### src/rtl/uart_rx_tagged_pkg.sv
package uart_rx_tagged_pkg;

    // One queue entry: data plus the status that belongs to it.
    typedef struct packed {
        logic       ovr;
        logic       perr;
        logic       ferr;
        logic       bit8;
        logic [7:0] data;
    } rx_entry_t;

    typedef enum logic [2:0] {
        RX_IDLE,
        RX_START,
        RX_DATA,
        RX_PAR,
        RX_STOP,
        RX_WAITHI
    } rx_state_t;

    // Parity bit value the sender must place for the given character.
    function automatic logic want_parity(input logic [8:0] d,
                                         input logic nine,
                                         input logic odd);
        logic [8:0] used;
        used = nine ? d : {1'b0, d[7:0]};
        return (^used) ^ odd;
    endfunction

endpackage

### src/rtl/rx_line_sync.sv
module rx_line_sync #(
    parameter int STAGES = 2
) (
    input  logic clk,
    input  logic rst,
    input  logic din,
    output logic dout
);
    logic [STAGES-1:0] chain;

    generate
        for (genvar g = 0; g < STAGES; g++) begin : g_stage
            if (g == 0) begin : g_first
                always_ff @(posedge clk) begin
                    if (rst) chain[0] <= 1'b1;
                    else     chain[0] <= din;
                end
            end else begin : g_next
                always_ff @(posedge clk) begin
                    if (rst) chain[g] <= 1'b1;
                    else     chain[g] <= chain[g-1];
                end
            end
        end
    endgenerate

    assign dout = chain[STAGES-1];
endmodule

### src/rtl/rx_framer.sv
module rx_framer
    import uart_rx_tagged_pkg::*;
#(
    parameter int OSR = 16
) (
    input  logic      clk,
    input  logic      rst,
    input  logic      os_tick,
    input  logic      rxd_s,
    input  logic      cfg_nine,
    input  logic      cfg_par_en,
    input  logic      cfg_par_odd,
    output logic      push,
    output rx_entry_t entry
);
    localparam int CW = $clog2(OSR);
    localparam logic [CW-1:0] MID_CNT  = CW'(OSR / 2 - 1);
    localparam logic [CW-1:0] LAST_CNT = CW'(OSR - 1);

    rx_state_t      state;
    logic [CW-1:0]  cnt;
    logic [3:0]     idx;
    logic [8:0]     sr;
    logic           par_bit;
    logic           bit_edge;
    logic [3:0]     last_idx;

    assign bit_edge = os_tick && (cnt == LAST_CNT);
    assign last_idx = cfg_nine ? 4'd8 : 4'd7;

    always_ff @(posedge clk) begin
        if (rst) begin
            state   <= RX_IDLE;
            cnt     <= '0;
            idx     <= '0;
            sr      <= '0;
            par_bit <= 1'b0;
            push    <= 1'b0;
            entry   <= '0;
        end else begin
            push <= 1'b0;
            if (os_tick && state != RX_IDLE && state != RX_WAITHI) begin
                cnt <= (state == RX_START && cnt == MID_CNT) ? '0 : cnt + 1'b1;
            end
            case (state)
                RX_IDLE: begin
                    cnt <= '0;
                    idx <= '0;
                    if (!rxd_s) state <= RX_START;
                end
                RX_START: begin
                    if (os_tick && cnt == MID_CNT) begin
                        state <= rxd_s ? RX_IDLE : RX_DATA;
                    end
                end
                RX_DATA: begin
                    if (bit_edge) begin
                        sr[idx] <= rxd_s;
                        if (idx == last_idx) begin
                            idx   <= '0;
                            state <= cfg_par_en ? RX_PAR : RX_STOP;
                        end else begin
                            idx <= idx + 1'b1;
                        end
                    end
                end
                RX_PAR: begin
                    if (bit_edge) begin
                        par_bit <= rxd_s;
                        state   <= RX_STOP;
                    end
                end
                RX_STOP: begin
                    if (bit_edge) begin
                        push       <= 1'b1;
                        entry.data <= sr[7:0];
                        entry.bit8 <= cfg_nine & sr[8];
                        entry.ferr <= ~rxd_s;
                        entry.perr <= cfg_par_en &
                                      (par_bit != want_parity(sr, cfg_nine, cfg_par_odd));
                        entry.ovr  <= 1'b0;
                        state      <= rxd_s ? RX_IDLE : RX_WAITHI;
                    end
                end
                RX_WAITHI: begin
                    if (rxd_s) state <= RX_IDLE;
                end
                default: state <= RX_IDLE;
            endcase
        end
    end

    // each frame yields exactly one single-cycle store request.
    a_r3_single_push: assert property (@(posedge clk) disable iff (rst)
        push |=> !push);

    // a high line in idle never opens a frame.
    a_r2_no_false_start: assert property (@(posedge clk) disable iff (rst)
        (state == RX_IDLE && rxd_s) |=> state != RX_START);

    // after a low stop bit the receiver holds off until the line is high.
    a_r7_wait_high: assert property (@(posedge clk) disable iff (rst)
        (state == RX_WAITHI && !rxd_s) |=> state == RX_WAITHI);

    // a store request only follows the stop-bit state.
    a_r3_push_from_stop: assert property (@(posedge clk) disable iff (rst)
        push |-> $past(state) == RX_STOP);
endmodule

### src/rtl/rx_tag_queue.sv
module rx_tag_queue
    import uart_rx_tagged_pkg::*;
#(
    parameter int DEPTH = 2
) (
    input  logic      clk,
    input  logic      rst,
    input  logic      push,
    input  rx_entry_t wr_entry,
    input  logic      pop,
    output logic      not_empty,
    output rx_entry_t head
);
    localparam int PW = (DEPTH > 1) ? $clog2(DEPTH) : 1;
    localparam int CW = $clog2(DEPTH + 1);
    localparam logic [PW-1:0] LAST_PTR = PW'(DEPTH - 1);
    localparam logic [CW-1:0] FULL_CNT = CW'(DEPTH);

    rx_entry_t     mem [DEPTH];
    logic [PW-1:0] wr_ptr, rd_ptr, newest_ptr;
    logic [CW-1:0] count;
    logic          full, do_pop, do_push, ovr_hit;

    function automatic logic [PW-1:0] bump(input logic [PW-1:0] p);
        return (p == LAST_PTR) ? '0 : p + 1'b1;
    endfunction

    assign full       = (count == FULL_CNT);
    assign not_empty  = (count != '0);
    assign do_pop     = pop && not_empty;
    assign do_push    = push && (!full || do_pop);
    assign ovr_hit    = push && full && !do_pop;
    assign newest_ptr = (wr_ptr == '0) ? LAST_PTR : wr_ptr - 1'b1;

    generate
        for (genvar g = 0; g < DEPTH; g++) begin : g_slot
            always_ff @(posedge clk) begin
                if (rst) begin
                    mem[g] <= '0;
                end else if (do_push && wr_ptr == PW'(g)) begin
                    mem[g] <= wr_entry;
                end else if (ovr_hit && newest_ptr == PW'(g)) begin
                    mem[g].ovr <= 1'b1;
                end
            end
        end
    endgenerate

    always_ff @(posedge clk) begin
        if (rst) begin
            wr_ptr <= '0;
            rd_ptr <= '0;
            count  <= '0;
        end else begin
            if (do_push) wr_ptr <= bump(wr_ptr);
            if (do_pop)  rd_ptr <= bump(rd_ptr);
            case ({do_push, do_pop})
                2'b10:   count <= count + 1'b1;
                2'b01:   count <= count - 1'b1;
                default: count <= count;
            endcase
        end
    end

    assign head = not_empty ? mem[rd_ptr] : '0;

    // occupancy never exceeds the configured depth.
    a_r8_no_overflow: assert property (@(posedge clk) disable iff (rst)
        count <= FULL_CNT);

    // a dropped frame leaves the queue full and the write slot unmoved.
    a_r8_drop_keeps_full: assert property (@(posedge clk) disable iff (rst)
        ovr_hit |=> (full && $stable(wr_ptr)));

    // popping an empty queue with nothing arriving leaves it empty.
    a_r9_empty_pop_ignored: assert property (@(posedge clk) disable iff (rst)
        (pop && !not_empty && !push) |=> !not_empty);

    // a pop with no arrival shrinks the queue by one.
    a_r9_pop_shrinks: assert property (@(posedge clk) disable iff (rst)
        (pop && not_empty && !push) |=> count == $past(count) - 1'b1);
endmodule

### src/rtl/uart_rx_tagged.sv
module uart_rx_tagged
    import uart_rx_tagged_pkg::*;
#(
    parameter int OSR         = 16,
    parameter int QUEUE_DEPTH = 2,
    parameter int SYNC_STAGES = 2
) (
    input  logic       clk,
    input  logic       rst,
    input  logic       os_tick,
    input  logic       rxd,
    input  logic       cfg_nine,
    input  logic       cfg_par_en,
    input  logic       cfg_par_odd,
    input  logic       rx_pop,
    output logic       rx_valid,
    output logic [7:0] rx_data,
    output logic       rx_bit8,
    output logic       err_frame,
    output logic       err_parity,
    output logic       err_overrun
);
    logic      rxd_s;
    logic      frame_push;
    rx_entry_t frame_entry;
    rx_entry_t head;

    rx_line_sync #(.STAGES(SYNC_STAGES)) u_sync (
        .clk  (clk),
        .rst  (rst),
        .din  (rxd),
        .dout (rxd_s)
    );

    rx_framer #(.OSR(OSR)) u_framer (
        .clk         (clk),
        .rst         (rst),
        .os_tick     (os_tick),
        .rxd_s       (rxd_s),
        .cfg_nine    (cfg_nine),
        .cfg_par_en  (cfg_par_en),
        .cfg_par_odd (cfg_par_odd),
        .push        (frame_push),
        .entry       (frame_entry)
    );

    rx_tag_queue #(.DEPTH(QUEUE_DEPTH)) u_queue (
        .clk       (clk),
        .rst       (rst),
        .push      (frame_push),
        .wr_entry  (frame_entry),
        .pop       (rx_pop),
        .not_empty (rx_valid),
        .head      (head)
    );

    assign rx_data     = head.data;
    assign rx_bit8     = head.bit8;
    assign err_frame   = head.ferr;
    assign err_parity  = head.perr;
    assign err_overrun = head.ovr;

    // an empty queue presents all-zero data and status.
    a_r9_empty_outputs_zero: assert property (@(posedge clk) disable iff (rst)
        !rx_valid |-> (rx_data == 8'h00 && !rx_bit8 && !err_frame &&
                       !err_parity && !err_overrun));

    // in 8-bit mode a newly stored entry never carries a ninth bit.
    a_r5_no_bit8_in_byte_mode: assert property (@(posedge clk) disable iff (rst)
        (frame_push && !cfg_nine) |-> !frame_entry.bit8);
endmodule

### config.mk
export PLATFORM = sky130hd
export DESIGN_NAME = uart_rx_tagged
export DESIGN_NICKNAME = d
export VERILOG_FILES = /design/src/rtl/uart_rx_tagged_pkg.sv /design/src/rtl/rx_line_sync.sv /design/src/rtl/rx_framer.sv /design/src/rtl/rx_tag_queue.sv /design/src/rtl/uart_rx_tagged.sv
export SDC_FILE = /design/constraint.sdc
export NUM_CORES = 1
export LEC_CHECK = 0
export BUFFER_PORTS_ARGS = -buffer_cell sky130_fd_sc_hd__clkbuf_2
export CORE_MARGIN = 2
export CORE_UTILIZATION = 34
export DETAILED_ROUTE_END_ITERATION = 8
export PLACE_DENSITY_LB_ADDON = 0.05
export SETUP_SLACK_MARGIN = 0.4
export SLEW_MARGIN = 25
export SYNTH_ARGS = -nofsm -noshare
export SYNTH_HDL_FRONTEND = slang
export SYNTH_HIERARCHICAL = 1
export SYNTH_SLANG_ARGS = --single-unit
### constraint.sdc
create_clock -name clk -period 5 [get_ports clk]
set_clock_uncertainty 0.05 [all_clocks]
set_input_delay 1 -clock clk [delete_from_list [all_inputs] [get_ports clk]]
set_output_delay 1 -clock clk [all_outputs]
set_load 0.01 [all_outputs]
==> summary.txt, run 1 <==
Run status
  – Run status: completed

Place
  – Placement-stage cell area: 0.003410 sq mm
  – Number of cells in the design after placement: approximately 480
  – Buffers added on ports: 20
  – Routability Congestion: a little under 0.8
  – Half-perimeter wire length after placement: 4312 um

STA
  – Final count of pins violating max slew: 0
  – Worst slew margin relative to its limit: 0.4510
  – Worst Tran Pin Value: 0.8204 ns
  – Max Clk Rate: 0.3664 GHz
  – Count of final setup violators: 0
  – Setup total negative slack: 0 ns
  – Final-report hold violation count: 0
  – Post-route minimum period: 2.729 ns
  – Ratio of final minimum period to clock period: 0.5458
  – Unrepaired setup endpoints after global routing: false

Synthesis
  – Most frequently used flop master after synthesis: dfxtp_1
  – Share of Yosys cell area claimed by the top area cell type: 0.2470
  – Synth area leader: dfxtp_1
  – Yosys warns: 6
  – Portion of the post-synthesis area used by sequential elements: 0.4693
  – Most instantiated cells after synthesis: nor2_1, nand2_1, dfxtp_1
  – Synth Register Bits: 64
  – Leading cell types by total area after synthesis: dfxtp_1, edfxtp_1, nor2_1
  – Syn avg cell area: 9.424 sq um
  – Syn Inst Count: 344
  – Async set or reset register ratio after synthesis: 0
  – Most numerous cell in the Yosys netlist: nor2_1
  – Post-Syn Nets: 357
  – Post-synthesis cell type count: 53
  – Mapped cell area: roughly 0.0032 sq mm
  – Number of flops mapped to enable cells by yosys: 24

Route
  – Drc violations: 0
  – Antenna Violating Nets Remaining: 0
  – Post-Route WL: 6221 um
  – Number of detailed-routing iterations run before antenna repair: 5
  – Number of vias per cell: 4.614
  – Total number of vias: 2270
  – DRC violation total after the first TritonRoute iteration: 59
  – Wire length per cell: 12.64 um

Worst setup path
  – Most used cell along the critical path: nor2_1
  – Largest fanout on the critical path: 13
  – Cell class contributing the biggest share of worst-path delay: simple AND/OR/NAND/NOR gates
  – Required time at the endpoint of the critical path: 3.95 ns
  – Destination of the worst register-to-register timing path: u_framer/state[1]
  – Number of stages on the worst setup path: 3
  – Number of buffers and inverters on the critical path: 1
  – End of the critical path: err_parity
  – Worst endpoint data arrival time: 1.68 ns
  – Register-to-Register Path Depth: 5
  – Kind of start point of the critical path: flop
  – WS Path Type: flop to output pin
  – Register-to-register setup slack: around 3 ns
  – CP peak stage delay: 0.67 ns
  – Setup crit end kind: output pin
  – Crit path cell chain: nor2_1 -> nor2_1 -> clkbuf_2
  – Crit-path slowest cell: nor2_1
  – Origin of the worst setup path: u_queue/count[0]
  – Worst reg2reg startpoint: u_framer/state[1]

Final layout
  – Util after Layout: 0.3935
  – Post-layout instance count excluding filler cells: just under 500
  – Flip-flop and latch area: 0.001521 sq mm
  – Combined area of the multi-input logic cells: 0.001593 sq mm
  – Final standard cell area without fillers: 0.003636 sq mm
  – Fill count: roughly 940
  – Fraction of final layout cells with drive strength greater than 1: 0.1543
  – Diodes inserted: 0
  – Relative area change from synthesis to final layout: 12.16%
  – Final net count: 371

Global routing
  – Number of antenna violations at the first check in global routing: 0
  – Largest net degree at the start of global routing: 46
  – Total congestion overflow: 0
  – First-pass GRT wire length: 10430 um
  – Total global-route track usage: 0.1303
  – Number of global-route vias before repair: 2104

Die
  – Die Height: 101.6 um
  – Overall die width: 101.6 um
  – Total core area: 0.009240 sq mm
  – Initial Util: 0.3508
  – Cell row count: 35
  – Io pins: 21
  – Total Die Area: 0.01033 sq mm

Clock tree
  – Source-to-sink clock delay at the later pin of the worst-skew pair: ~0.34 ns
  – TritonCTS clock tree: done
  – Post_cts resized: 0
  – Clock Tree Buf Depth: 2
  – Clock Pin Slew Worst Setup and Hold Paths: 0.08 ns
  – Cts hold-fix bufs: 0
  – Number of clock buffers inserted by TritonCTS: 9
  – Post-CTS Setup Bufs: 0
  – Clock Tree Root: clkbuf_8
  – Clock sink total: 64
  – H-tree levels: 3

Flow run
  – Number of violations of the max-capacitance limit: 0

Pwr
  – Max IR drop VDD: 0.1500 mV
  – Leak Pwr: 1.187 nW
  – Total power draw: 1.203 mW
  – Power per cell area: 330.9 mW/mm^2

Hold path
  – Class of the most critical hold timing path: flop to flop
[layout by cell type, fill, tap and decap left out, drive strengths merged, types with 2 or more instances in the layout]
master	instances
or3	2
nor2b	4
nor2	56
or2	3
edfxtp	24
nor3	6
nor3b	3
nand3	18
nand2	44
ha	5
nor4	2
bufinv	2
inv	9
nand3b	5
or3b	3
nand2b	18
mux2i	18
xnor2	9
nand4	2
dfxtp	40
a21oi	32
o21ai	2
xor2	4
o21a	3
clkbuf	29
clkinv	2
[where the power goes]
group	total, mW	leakage (nW)	switching (mW)	internal [mW]
clock	0.511	0.110	0.225	0.286
combinational	0.112	0.526	0.0602	0.0515
sequential	0.581	0.551	0.0253	0.555
[worst min-delay path by stage]
stage	slack, ns	cells after the start	endpoint	startpoint
after global routing	0.37	1	u_sync/dout	u_sync/chain[0]
after global placement	0.35	1	u_sync/dout	u_sync/chain[0]
after detailed placement	0.35	1	u_sync/dout	u_sync/chain[0]
final	0.36	1	u_sync/dout	u_sync/chain[0]
after CTS	0.37	1	u_sync/dout	u_sync/chain[0]
after floorplan	0.33	1	u_sync/dout	u_sync/chain[0]
[cells by family after synthesis]
group                      Yosys count  share of synthesized area
AOI/OAI and AO/OA                   48                    0.09495
xor gates and xnor gates            14                    0.04207
adders and majority gates            5                    0.01930
buffers and inverters               25                    0.03937
DFF                                 64                     0.4693
muxes                               18                    0.05558
other                                1                   0.001157
and+or+nand+nor                    169                     0.2783
[registers in the layout, summed over array words and instances (netlist names), named ones only]
register	cells
u_queue/rd_ptr	1
u_framer/par_bit	1
u_sync/dout	1
u_queue/wr_ptr	1
u_framer/state	3
u_framer/push	1
u_queue/mem	24
u_framer/entry	11
u_queue/count	2
u_framer/idx	4
u_framer/cnt	4
u_framer/sr	9
u_sync/chain	1
[area by class of cell]
class,instances,area share
multi-input combinational,255,0.4381
tap,129,0.04439
clock buffer,9,0.03407
inverter,7,0.007226
timing repair buffer,21,0.02959
sequential,64,0.4184
clock inverter,7,0.02822
[routing by layer]
| layer | track usage | vias up | routed length [um] |
|---|---|---|---|
| li1 | - | 1208 | - |
| met1 | 0.1757 | 1017 | 3187 |
| met2 | 0.1994 | 35 | 2703 |
| met3 | 0.02692 | 10 | 221 |
| met4 | 0.06237 | 0 | 108 |
| met5 | 0 | - | 0 |
[through the flow]
step / hold slack, ns / setup WS [ns]
floorplan: 0.3332 / 2.790
global placement: 0.3510 / 2.549
detailed placement: 0.3517 / 2.524
CTS: 0.3661 / 2.183
global route: 0.3703 / 2.105
finish: 0.3587 / 2.271
No activity file was read; power rests on OpenSTA's default activity.
==> run 2: changes to the inputs <==
--- a/config.mk
+++ b/config.mk
@@ -5,6 +5,7 @@
 export SDC_FILE = /design/constraint.sdc
 export NUM_CORES = 1
 export LEC_CHECK = 0
+export ABC_AREA = 1
 export BUFFER_PORTS_ARGS = -buffer_cell sky130_fd_sc_hd__clkbuf_2
 export CORE_MARGIN = 2
 export CORE_UTILIZATION = 34
==> constraint.sdc (replaced) <==
create_clock -name clk -period 2.5 [get_ports clk]
set_clock_uncertainty 0.05 [all_clocks]
set_input_delay 0.5 -clock clk [delete_from_list [all_inputs] [get_ports clk]]
set_output_delay 0.5 -clock clk [all_outputs]
set_load 0.01 [all_outputs]
==> summary.txt, run 2 <==
Run status
  – Run status: completed

Final layout
  – Diodes inserted: 0
  – Util after Layout: 0.4008
  – Leading cell type in the layout, fill and taps excluded: nand2_1
  – Post-layout instance count excluding filler cells: 565
  – Max reg flops: 24
  – Final net count: ~440
  – Fraction of final layout cells with drive strength greater than 1: 0.1720
  – Largest registers: u_queue/mem x24, u_framer/entry x11, u_framer/sr x9
  – Commonest cells after routing, fill and taps aside: nand2_1, inv_1, a21oi_1, dfxtp_1, o21ai_0
  – Relative area change from synthesis to final layout: 14.51%
  – Final standard cell area without fillers: 0.003704 sq mm
  – Register containing the most flip-flops in the final layout: u_queue/mem
  – Fill count: 973

Route
  – Drc violations: 0
  – Number of vias per cell: roughly 4.5
  – Number of detailed-routing iterations run before antenna repair: 4
  – Total number of vias: 2553
  – Antenna Violating Nets Remaining: 0
  – Wire length per cell: 11.39 um
  – DRC violation total after the first TritonRoute iteration: 105
  – Post-Route WL: roughly 6400 um

Die
  – Initial Util: 0.3500
  – Io pins: 21
  – Cell row count: 35
  – Overall die width: between 100 and 150 um
  – Die Height: a little over 100 um
  – Total core area: 0.009240 sq mm
  – Total Die Area: 0.01031 sq mm

STA
  – Count of final setup violators: 0
  – Final Worst Setup Slack: 0.5382 ns
  – Unrepaired setup endpoints after global routing: true
  – Final count of pins violating max slew: 0
  – Final-report hold violation count: 0
  – Setup total negative slack: 0 ns
  – Max Clk Rate: 0.5097 GHz
  – Post-route minimum period: 1.962 ns
  – Worst slew margin relative to its limit: 0.5943
  – Worst Tran Pin Value: 0.6079 ns
  – Hold Slack: 0.2927 ns
  – Ratio of final minimum period to clock period: 0.7847

Place
  – Worst slack at placement: 0.6625 ns
  – Buffers added on ports: 20
  – Number of cells in the design after placement: around 550
  – Placement-stage cell area: 0.003457 sq mm
  – Half-perimeter wire length after placement: slightly below 5000 um
  – Routability Congestion: 0.8474

Clock tree
  – Post-CTS Setup Bufs: 0
  – Clock Tree Root: clkbuf_8
  – Number of clock buffers inserted by TritonCTS: 9
  – Clock sink total: 64
  – H-tree levels: 3
  – Clock Tree Buf Depth: 2
  – Source-to-sink clock delay at the later pin of the worst-skew pair: 0.34 ns
  – TritonCTS clock tree: done
  – Clock Pin Slew Worst Setup and Hold Paths: 0.07 ns

Global routing
  – Total congestion overflow: 0
  – First-pass GRT wire length: 11300 um
  – Number of antenna violations at the first check in global routing: 0
  – Total global-route track usage: 0.1402
  – Number of global-route vias before repair: about 2400
  – Largest net degree at the start of global routing: 23

Synthesis
  – Yosys warns: 6
  – Most frequently used flop master after synthesis: dfxtp_1
  – Leading cell types by total area after synthesis: dfxtp_1, edfxtp_1, nand2_1
  – Syn Inst Count: 407
  – Most instantiated cells after synthesis: nand2_1, inv_1, a21oi_1
  – Synth Register Bits: 64
  – Synth area leader: dfxtp_1
  – Syn avg cell area: just under 8 sq um
  – Async set or reset register ratio after synthesis: 0
  – Number of flops mapped to enable cells by yosys: 24
  – Post-Syn Nets: 420
  – Portion of the post-synthesis area used by sequential elements: 0.4704
  – Share of Yosys cell area claimed by the top area cell type: 0.2476
  – Most numerous cell in the Yosys netlist: nand2_1
  – Post-synthesis cell type count: 35
  – Mapped cell area: 0.003234 sq mm

Worst setup path
  – WS Path Type: flop to output pin
  – Worst reg2reg startpoint: u_framer/cnt[0]
  – Required time at the endpoint of the critical path: 1.95 ns
  – Setup crit end kind: output pin
  – Destination of the worst register-to-register timing path: u_framer/entry[10]
  – Worst endpoint data arrival time: 1.41 ns
  – End of the critical path: rx_data[3]
  – Register-to-Register Path Depth: 9
  – Kind of start point of the critical path: flop
  – Register-to-register setup slack: 0.70 ns
  – Largest fanout on the critical path: 13

Hold path
  – Class of the most critical hold timing path: input pin to flop
  – Hold Crit Depth: 3

Pwr
  – Max IR drop VDD: between 0.3 and 0.4 mV
  – Total power draw: 2.625 mW
  – Leak Pwr: 1.446 nW
  – Power per cell area: 708.8 mW/mm^2

Flow run
  – Number of violations of the max-capacitance limit: 0
-- run 2: cell count changes in the layout (fill, tap and decap cells not counted), sizes merged, moves of 4 or more --
cell / change
a21oi: +12
inv: +49
mux2i: -18
nand2: +47
nand2b: -18
nand3: +14
nand4: +4
nor2: -13
nor2b: -4
o21ai: +34
xnor2: -8
-- run 2: logic make-up (layout without fill, tap and decap cells) --
kind of cell,after synthesis,count (layout),synth area share
AO/OA/AOI/OAI,83,83,0.1308
adder cells (fa/ha/maj),5,5,0.01934
flip-flops,64,64,0.4704
buffers and inverters,70,99,0.09129
other,1,1,0.001159
AND/OR/NAND/NOR,180,180,0.2762
XOR/XNOR,4,4,0.01083
-- run 2: final cells by class --
type	count	area [sq um]	area share
Clock inverter	7	118.9	0.03209
Timing Repair Buffer	24	130.1	0.03514
Sequential cell	64	1521	0.4108
Tap cell	129	161.4	0.04358
Inverter	59	230.2	0.06216
Clock buffer	9	123.9	0.03345
Multi-Input combinational cell	273	1418	0.3828
-- run 2: worst max-delay path, cell delays in order, from the launching register on --
cell	delay, ns
dfxtp_1	0.31
buf_4	0.20
clkinvlp_4	0.24
nand2_1	0.13
a21oi_1	0.06
clkbuf_2	0.13
-- run 2: timing repair --
| item | 4_1_cts | 5_1_grt |
|---|---|---|
| hold buffers | 0 | 0 |
| hold endpoints to repair | 0 | 0 |
| pin swaps | 0 | 0 |
| setup endpoints to repair | 2 | 4 |
| gates resized for setup | 1 | 0 |
-- run 2: per-layer routing --
layer	routed length [um]	global-route usage	vias up
met3	163	0.02692	10
li1	-	-	1383
met5	0	0	-
met2	2930	0.2146	28
met1	3202	0.1870	1132
met4	140	0.07484	0
-- run 2: worst min-delay path by stage --
stage,start,endpoint,slack (ns)
after floorplan,u_sync/chain[0],u_sync/dout,0.34
after global placement,u_sync/chain[0],u_sync/dout,0.35
after detailed placement,u_sync/chain[0],u_sync/dout,0.35
after CTS,rxd,u_sync/chain[0],0.28
after global routing,rxd,u_sync/chain[0],0.29
final,rxd,u_sync/chain[0],0.29
-- run 2: report_power, final --
| group | leakage [nW] | internal, mW | switching [mW] |
|---|---|---|---|
| Clock | 0.117 | 0.664 | 0.415 |
| Sequential | 0.571 | 1.12 | 0.0513 |
| Combinational | 0.758 | 0.127 | 0.244 |
